==> src/rtl/txto_pkg.sv <==
package txto_pkg;
  localparam int unsigned FLG_DOM    = 0;
  localparam int unsigned FLG_CAT    = 1;
  localparam int unsigned FLG_GLOBAL = 2;
  localparam int unsigned NUM_FLAGS  = 3;
  typedef logic [NUM_FLAGS-1:0] flag_vec_t;
endpackage

==> src/rtl/txto_sync.sv <==
module txto_sync #(
  parameter int unsigned STAGES = 2
) (
  input  logic clk,
  input  logic rst,
  input  logic din,
  output logic dout
);
  logic [STAGES-1:0] chain;

  always_ff @(posedge clk) begin
    if (rst) chain <= '1;
    else     chain <= {chain[STAGES-2:0], din};
  end

  assign dout = chain[STAGES-1];
endmodule

==> src/rtl/txto_timer.sv <==
module txto_timer #(
  parameter int unsigned LIMIT = 140000
) (
  input  logic clk,
  input  logic rst,
  input  logic run_en,
  input  logic line_rec,
  output logic drv_on,
  output logic trip_p
);
  localparam int unsigned CW = $clog2(LIMIT + 1);
  localparam logic [CW-1:0] LAST = CW'(LIMIT - 1);

  logic [CW-1:0] cnt;

  always_ff @(posedge clk) begin
    if (rst) begin
      cnt    <= '0;
      drv_on <= 1'b1;
      trip_p <= 1'b0;
    end else begin
      trip_p <= 1'b0;
      if (!drv_on) begin
        cnt <= '0;
        if (line_rec) drv_on <= 1'b1;
      end else if (!run_en || line_rec) begin
        cnt <= '0;
      end else if (cnt == LAST) begin
        cnt    <= '0;
        drv_on <= 1'b0;
        trip_p <= 1'b1;
      end else begin
        cnt <= cnt + CW'(1);
      end
    end
  end

  // the run counter never passes the limit
  p_no_overflow_r2: assert property (@(posedge clk) disable iff (rst)
    cnt < CW'(LIMIT));
  // a trip only happens from normal mode
  p_trip_mode_r4: assert property (@(posedge clk) disable iff (rst)
    $fell(drv_on) |-> $past(run_en));
  // release only after a recessive sample
  p_release_r6: assert property (@(posedge clk) disable iff (rst)
    $rose(drv_on) |-> $past(line_rec));
  // the driver stays off while the line is dominant
  p_hold_off_r6: assert property (@(posedge clk) disable iff (rst)
    (!drv_on && !line_rec) |=> !drv_on);
endmodule

==> src/rtl/txto_flags.sv <==
module txto_flags
  import txto_pkg::*;
(
  input  logic      clk,
  input  logic      rst,
  input  logic      set_p,
  input  logic      clr_stb,
  input  flag_vec_t clr_mask,
  output flag_vec_t flags,
  output logic      irq_n
);
  flag_vec_t nxt;

  for (genvar i = 0; i < NUM_FLAGS; i++) begin : g_bit
    assign nxt[i] = set_p | (flags[i] & ~(clr_stb & clr_mask[i]));
  end

  always_ff @(posedge clk) begin
    if (rst) begin
      flags <= '0;
      irq_n <= 1'b1;
    end else begin
      flags <= nxt;
      irq_n <= ~|nxt;
    end
  end

  // a trip pulse sets every flag
  p_set_all_r5: assert property (@(posedge clk) disable iff (rst)
    set_p |=> (&flags));
  // strobed mask bits read zero afterwards when no trip competes
  p_clear_r7: assert property (@(posedge clk) disable iff (rst)
    (clr_stb && !set_p) |=> ((flags & $past(clr_mask)) == '0));
  // interrupt line tracks the flag bank
  p_irq_r8: assert property (@(posedge clk) disable iff (rst)
    irq_n == ~|flags);
endmodule

==> src/rtl/txto_monitor.sv <==
module txto_monitor
  import txto_pkg::*;
#(
  parameter int unsigned TIMEOUT_CYC = 140000,
  parameter int unsigned SYNC_STAGES = 2
) (
  input  logic                 clk,
  input  logic                 rst,
  input  logic                 mode_normal,
  input  logic                 tx_in,
  input  logic                 clr_stb,
  input  logic [NUM_FLAGS-1:0] clr_mask,
  output logic                 drv_en,
  output logic [NUM_FLAGS-1:0] flags,
  output logic                 irq_n
);
  logic tx_s;
  logic trip_p;

  txto_sync #(.STAGES(SYNC_STAGES)) u_sync (
    .clk  (clk),
    .rst  (rst),
    .din  (tx_in),
    .dout (tx_s)
  );

  txto_timer #(.LIMIT(TIMEOUT_CYC)) u_timer (
    .clk      (clk),
    .rst      (rst),
    .run_en   (mode_normal),
    .line_rec (tx_s),
    .drv_on   (drv_en),
    .trip_p   (trip_p)
  );

  txto_flags u_flags (
    .clk      (clk),
    .rst      (rst),
    .set_p    (trip_p),
    .clr_stb  (clr_stb),
    .clr_mask (clr_mask),
    .flags    (flags),
    .irq_n    (irq_n)
  );

  // driver shut-off is followed one edge later by all flags set
  p_trip_flags_r5: assert property (@(posedge clk) disable iff (rst)
    $fell(drv_en) |=> (&flags));
  // a clear on the flag-setting edge loses to the trip
  p_set_wins_r9: assert property (@(posedge clk) disable iff (rst)
    ($fell(drv_en) && clr_stb) |=> (&flags));
endmodule

==> config.mk <==
export PLATFORM = sky130hd
export DESIGN_NAME = txto_monitor
export DESIGN_NICKNAME = d
export VERILOG_FILES = /design/src/rtl/txto_pkg.sv /design/src/rtl/txto_sync.sv /design/src/rtl/txto_timer.sv /design/src/rtl/txto_flags.sv /design/src/rtl/txto_monitor.sv
export SDC_FILE = /design/constraint.sdc
export NUM_CORES = 1
export LEC_CHECK = 0
export ABC_AREA = 1
export BUFFER_PORTS_ARGS = -buffer_cell sky130_fd_sc_hd__buf_2
export CORE_MARGIN = 3
export CORE_UTILIZATION = 51
export DETAILED_ROUTE_END_ITERATION = 10
export PLACE_DENSITY_LB_ADDON = 0.25
export SKIP_CTS_REPAIR_TIMING = 1
export SLEW_MARGIN = 20
export SYNTH_ARGS = -nofsm -noshare
export SYNTH_HDL_FRONTEND = slang
export SYNTH_SLANG_ARGS = --single-unit
==> constraint.sdc <==
create_clock -name clk -period 1.3 [get_ports clk]
set_clock_uncertainty 0.1 [all_clocks]
set_input_delay 0.195 -clock clk [delete_from_list [all_inputs] [get_ports clk]]
set_output_delay 0.195 -clock clk [all_outputs]
set_load 0.01 [all_outputs]
==> impl_metrics.prom <==
# TYPE chip_impl_metric gauge
chip_impl_metric{name="post_synth_inst_count",unit=""} 166
chip_impl_metric{name="numPortBuffers",unit=""} 12
chip_impl_metric{name="globalRouteOverflowTotal",unit=""} 0
chip_impl_metric{name="synth_area",unit="mm^2"} 0.00124
chip_impl_metric{name="report.final.slew_viol_count",unit=""} 0
chip_impl_metric{name="proportion_of_synthesized_flip_flops_having_asynchronous_set_or_reset",unit="%"} 0
chip_impl_metric{name="hpwl",unit="mm"} 1.92
chip_impl_metric{name="avg_synthesized_cell_area",unit="um^2"} 7.45
chip_impl_metric{name="wire_length_on_met2",unit="mm"} 1.32
chip_impl_info{name="synth.most_common_cell",value="sky130_fd_sc_hd__nand2_1"} 1
chip_impl_metric{name="first_drt_iteration_drcs",unit=""} 24
chip_impl_metric{name="final_area",unit="mm^2"} 0.00164
chip_impl_info{name="timing.hold.worst.class",value="in -> reg"} 1
chip_impl_info{name="ys.flop_type",value="sky130_fd_sc_hd__dfxtp_1"} 1
chip_impl_info{name="synth_largest_area_cell",value="sky130_fd_sc_hd__dfxtp_1"} 1
chip_impl_info{name="timing.setup.critical_path_class",value="reg -> reg"} 1
chip_impl_metric{name="postRouteAntennaNets",unit=""} 0
chip_impl_metric{name="route.layer.met1.wl",unit="mm"} 1.18
chip_impl_info{name="synthTopCellsByArea",value="sky130_fd_sc_hd__dfxtp_1, sky130_fd_sc_hd__nand2_1, sky130_fd_sc_hd__nor2_1"} 1
chip_impl_metric{name="worst_slew_margin_rel",unit="%"} 79.7
chip_impl_metric{name="grt_pass1_wl",unit="mm"} 4.15
chip_impl_metric{name="insertion_delay",unit="ps"} 330
chip_impl_metric{name="cts_buffers",unit=""} 3
chip_impl_info{name="synth.cells.most_frequent",value="sky130_fd_sc_hd__nand2_1, sky130_fd_sc_hd__dfxtp_1, sky130_fd_sc_hd__nor2_1"} 1
chip_impl_info{name="crit_start",value="u_timer.cnt[0]"} 1
chip_impl_metric{name="num_vias",unit=""} 1123
chip_impl_info{name="clk_root_buffer_cell",value="sky130_fd_sc_hd__clkbuf_4"} 1
chip_impl_metric{name="maximum_number_of_pins_on_one_net_before_global_route_repair",unit=""} 15
chip_impl_metric{name="maxCapViolations",unit=""} 0
chip_impl_metric{name="wirelength",unit="mm"} 2.64
chip_impl_metric{name="report.final.hold_viol_count",unit=""} 0
chip_impl_metric{name="synth_seq_area_share",unit="%"} 42.1
chip_impl_metric{name="met3RoutedLength",unit="um"} 104
chip_impl_metric{name="io_pins",unit=""} 13
chip_impl_metric{name="netlist-cell-type-count",unit=""} 24
chip_impl_metric{name="routed_wire_length_per_instance",unit="um"} 11.3
chip_impl_metric{name="diodes",unit=""} 0
chip_impl_info{name="topRoutingLayerUsed",value="met4"} 1
chip_impl_info{name="worstHoldStart",value="rst"} 1
chip_impl_metric{name="setup-tns-final",unit="ps"} -829
chip_impl_metric{name="pwr_density_cell",unit="mW/mm^2"} 758
chip_impl_info{name="setup.worst_path.end_class",value="register"} 1
chip_impl_metric{name="first_global_vias",unit=""} 1028
chip_impl_metric{name="finish.net_count",unit=""} 215
chip_impl_metric{name="netlist.area_leader.share",unit="%"} 42.1
chip_impl_metric{name="dieHeight",unit="um"} 55.2
chip_impl_metric{name="core_area",unit="mm^2"} 0.00225
chip_impl_metric{name="cts-htree-levels",unit=""} 1
chip_impl_metric{name="grt_use_total",unit="%"} 16.9
chip_impl_metric{name="fraction_of_final_layout_cells_sized_beyond_drive_strength_1",unit="%"} 41.0
chip_impl_metric{name="ir_drop",unit="V"} 0.000867
chip_impl_metric{name="initial_standard_cell_utilization_of_the_core",unit="%"} 54.8
chip_impl_info{name="critPathLaunchType",value="register"} 1
chip_impl_metric{name="final.min_clock_period",unit="ps"} 1370
chip_impl_metric{name="area.growth.synth_to_final",unit="%"} 32.8
chip_impl_metric{name="dp_slack",unit="ps"} -107
chip_impl_info{name="violations_in_the_final_reports",value="setup timing"} 1
chip_impl_metric{name="die_width",unit="um"} 55.2
chip_impl_metric{name="report.power.total",unit="W"} 0.00125
chip_impl_info{name="grt_setup_unrepaired",value="true"} 1
chip_impl_metric{name="cts.clk_slew.worst_paths",unit="ps"} 130
chip_impl_metric{name="routed_via_density",unit=""} 4.82
chip_impl_metric{name="drtPass1Iterations",unit=""} 7
chip_impl_metric{name="fin_ws",unit="ps"} -67.8
chip_impl_metric{name="required",unit="ps"} 1420
chip_impl_info{name="timing.rr.start",value="u_timer.cnt[0]"} 1
chip_impl_metric{name="placed_area",unit="mm^2"} 0.00148
chip_impl_metric{name="design.die.area",unit="mm^2"} 0.00305
chip_impl_metric{name="max_slew.worst_pin.slew",unit="ps"} 302
chip_impl_metric{name="gp_congestion",unit=""} 0.870
chip_impl_metric{name="layout_worst_path_cycle_share",unit="%"} 105
chip_impl_metric{name="antenna_found_initial",unit=""} 0
chip_impl_info{name="cts_tree",value="yes"} 1
chip_impl_metric{name="synth.net_count",unit=""} 175
chip_impl_metric{name="drc",unit=""} 0
chip_impl_metric{name="p_leak",unit="nW"} 0.632
chip_impl_info{name="outcome",value="finished, violations left"} 1
chip_impl_metric{name="cts.sinks",unit=""} 26
chip_impl_metric{name="critical_path_arrival",unit="ps"} 1490
chip_impl_metric{name="synth_warnings",unit=""} 0
chip_impl_metric{name="synth_edf_count",unit=""} 0
chip_impl_metric{name="clock_path_buffers",unit=""} 2
chip_impl_metric{name="report.final.setup_viol",unit=""} 18
chip_impl_metric{name="achievable-frequency",unit="GHz"} 0.731
chip_impl_metric{name="floorplan.rows",unit=""} 17
chip_impl_metric{name="synth-seq-cells",unit=""} 26
chip_impl_metric{name="crit_path_max_fanout",unit=""} 7
## layout make-up
type	instances	area [um^2]
timing repair buffer	35	241
sequential	26	538
timing repair inverter	1	11.3
multi-input combinational	116	681
fill	188	613
tap	28	35.0
clock buffer	4	36.3
inverter	23	98.8
## where the power goes
group          switching [W]  internal (W)  total (W)
Combinational      0.0000178     0.0000189  0.0000367
Sequential        0.00000152      0.000796   0.000798
Clock               0.000239      0.000172   0.000411
## stage by stage
stage	utilization, %	cells	hold WS [ps]
finish	72.8	233	18.1
global route	72.8	233	16.8
CTS	67.4	226	-74.0
detailed placement	65.8	222	282
global placement	65.8	222	282
floorplan	-	166	164
## worst max-delay path, cell delays in order (launching register included)
cell                       delay (ps)
sky130_fd_sc_hd__dfxtp_4          390
sky130_fd_sc_hd__ha_4             150
sky130_fd_sc_hd__nand3_4           80
sky130_fd_sc_hd__clkinv_4          70
sky130_fd_sc_hd__nand3_4           70
sky130_fd_sc_hd__nor2_4           120
sky130_fd_sc_hd__nor2_4            50
sky130_fd_sc_hd__buf_6            140
sky130_fd_sc_hd__inv_8             80
sky130_fd_sc_hd__nor2_4            30
## per-layer routing
layer | up-vias | GRT usage [%]
met3 | 4 | 3.27
met4 | 0 | 7.64
met5 | - | 0
met2 | 30 | 30.6
li1 | 586 | -
met1 | 503 | 18.9
## registers in the layout, summed over array words and instances (netlist names)
name	flops
u_timer.drv_on	1
u_timer.trip_p	1
u_timer.cnt	18
u_sync.chain	2
u_flags.flags	3
u_flags.irq_n	1
## final timing paths
path / to / slack, ps / cells past startpoint
worst max register to register: u_timer.cnt[2] / -70 / 9
worst max-delay path: u_timer.cnt[2] / -70 / 9
worst min-delay path: u_flags.flags[0] / 20 / 2
worst min register to register: u_sync.chain[1] / 330 / 1
## logic make-up after synthesis
family,Yosys count,share of synthesized area [%]
AO/OA/AOI/OAI,9,4.05
buffers and inverters,24,8.91
AND/OR/NAND/NOR,96,36.8
flip-flops,26,42.1
XOR/XNOR,10,7.08
adder cells (fa/ha/maj),1,1.01
## cell usage in the layout, fill, tap and decap left out, drive strengths merged
cell type / count
or2: 2
clkinv: 1
o21bai: 1
a21oi: 5
o21ai: 2
nor3: 1
xor2: 6
buf: 33
inv: 23
nand2: 42
xnor2: 4
a21boi: 1
nand4: 1
dfxtp: 26
nand3: 11
nor2: 39
clkbuf: 4
dlygate4sd3: 2
ha: 1
(Power assumes the default switching activity.)
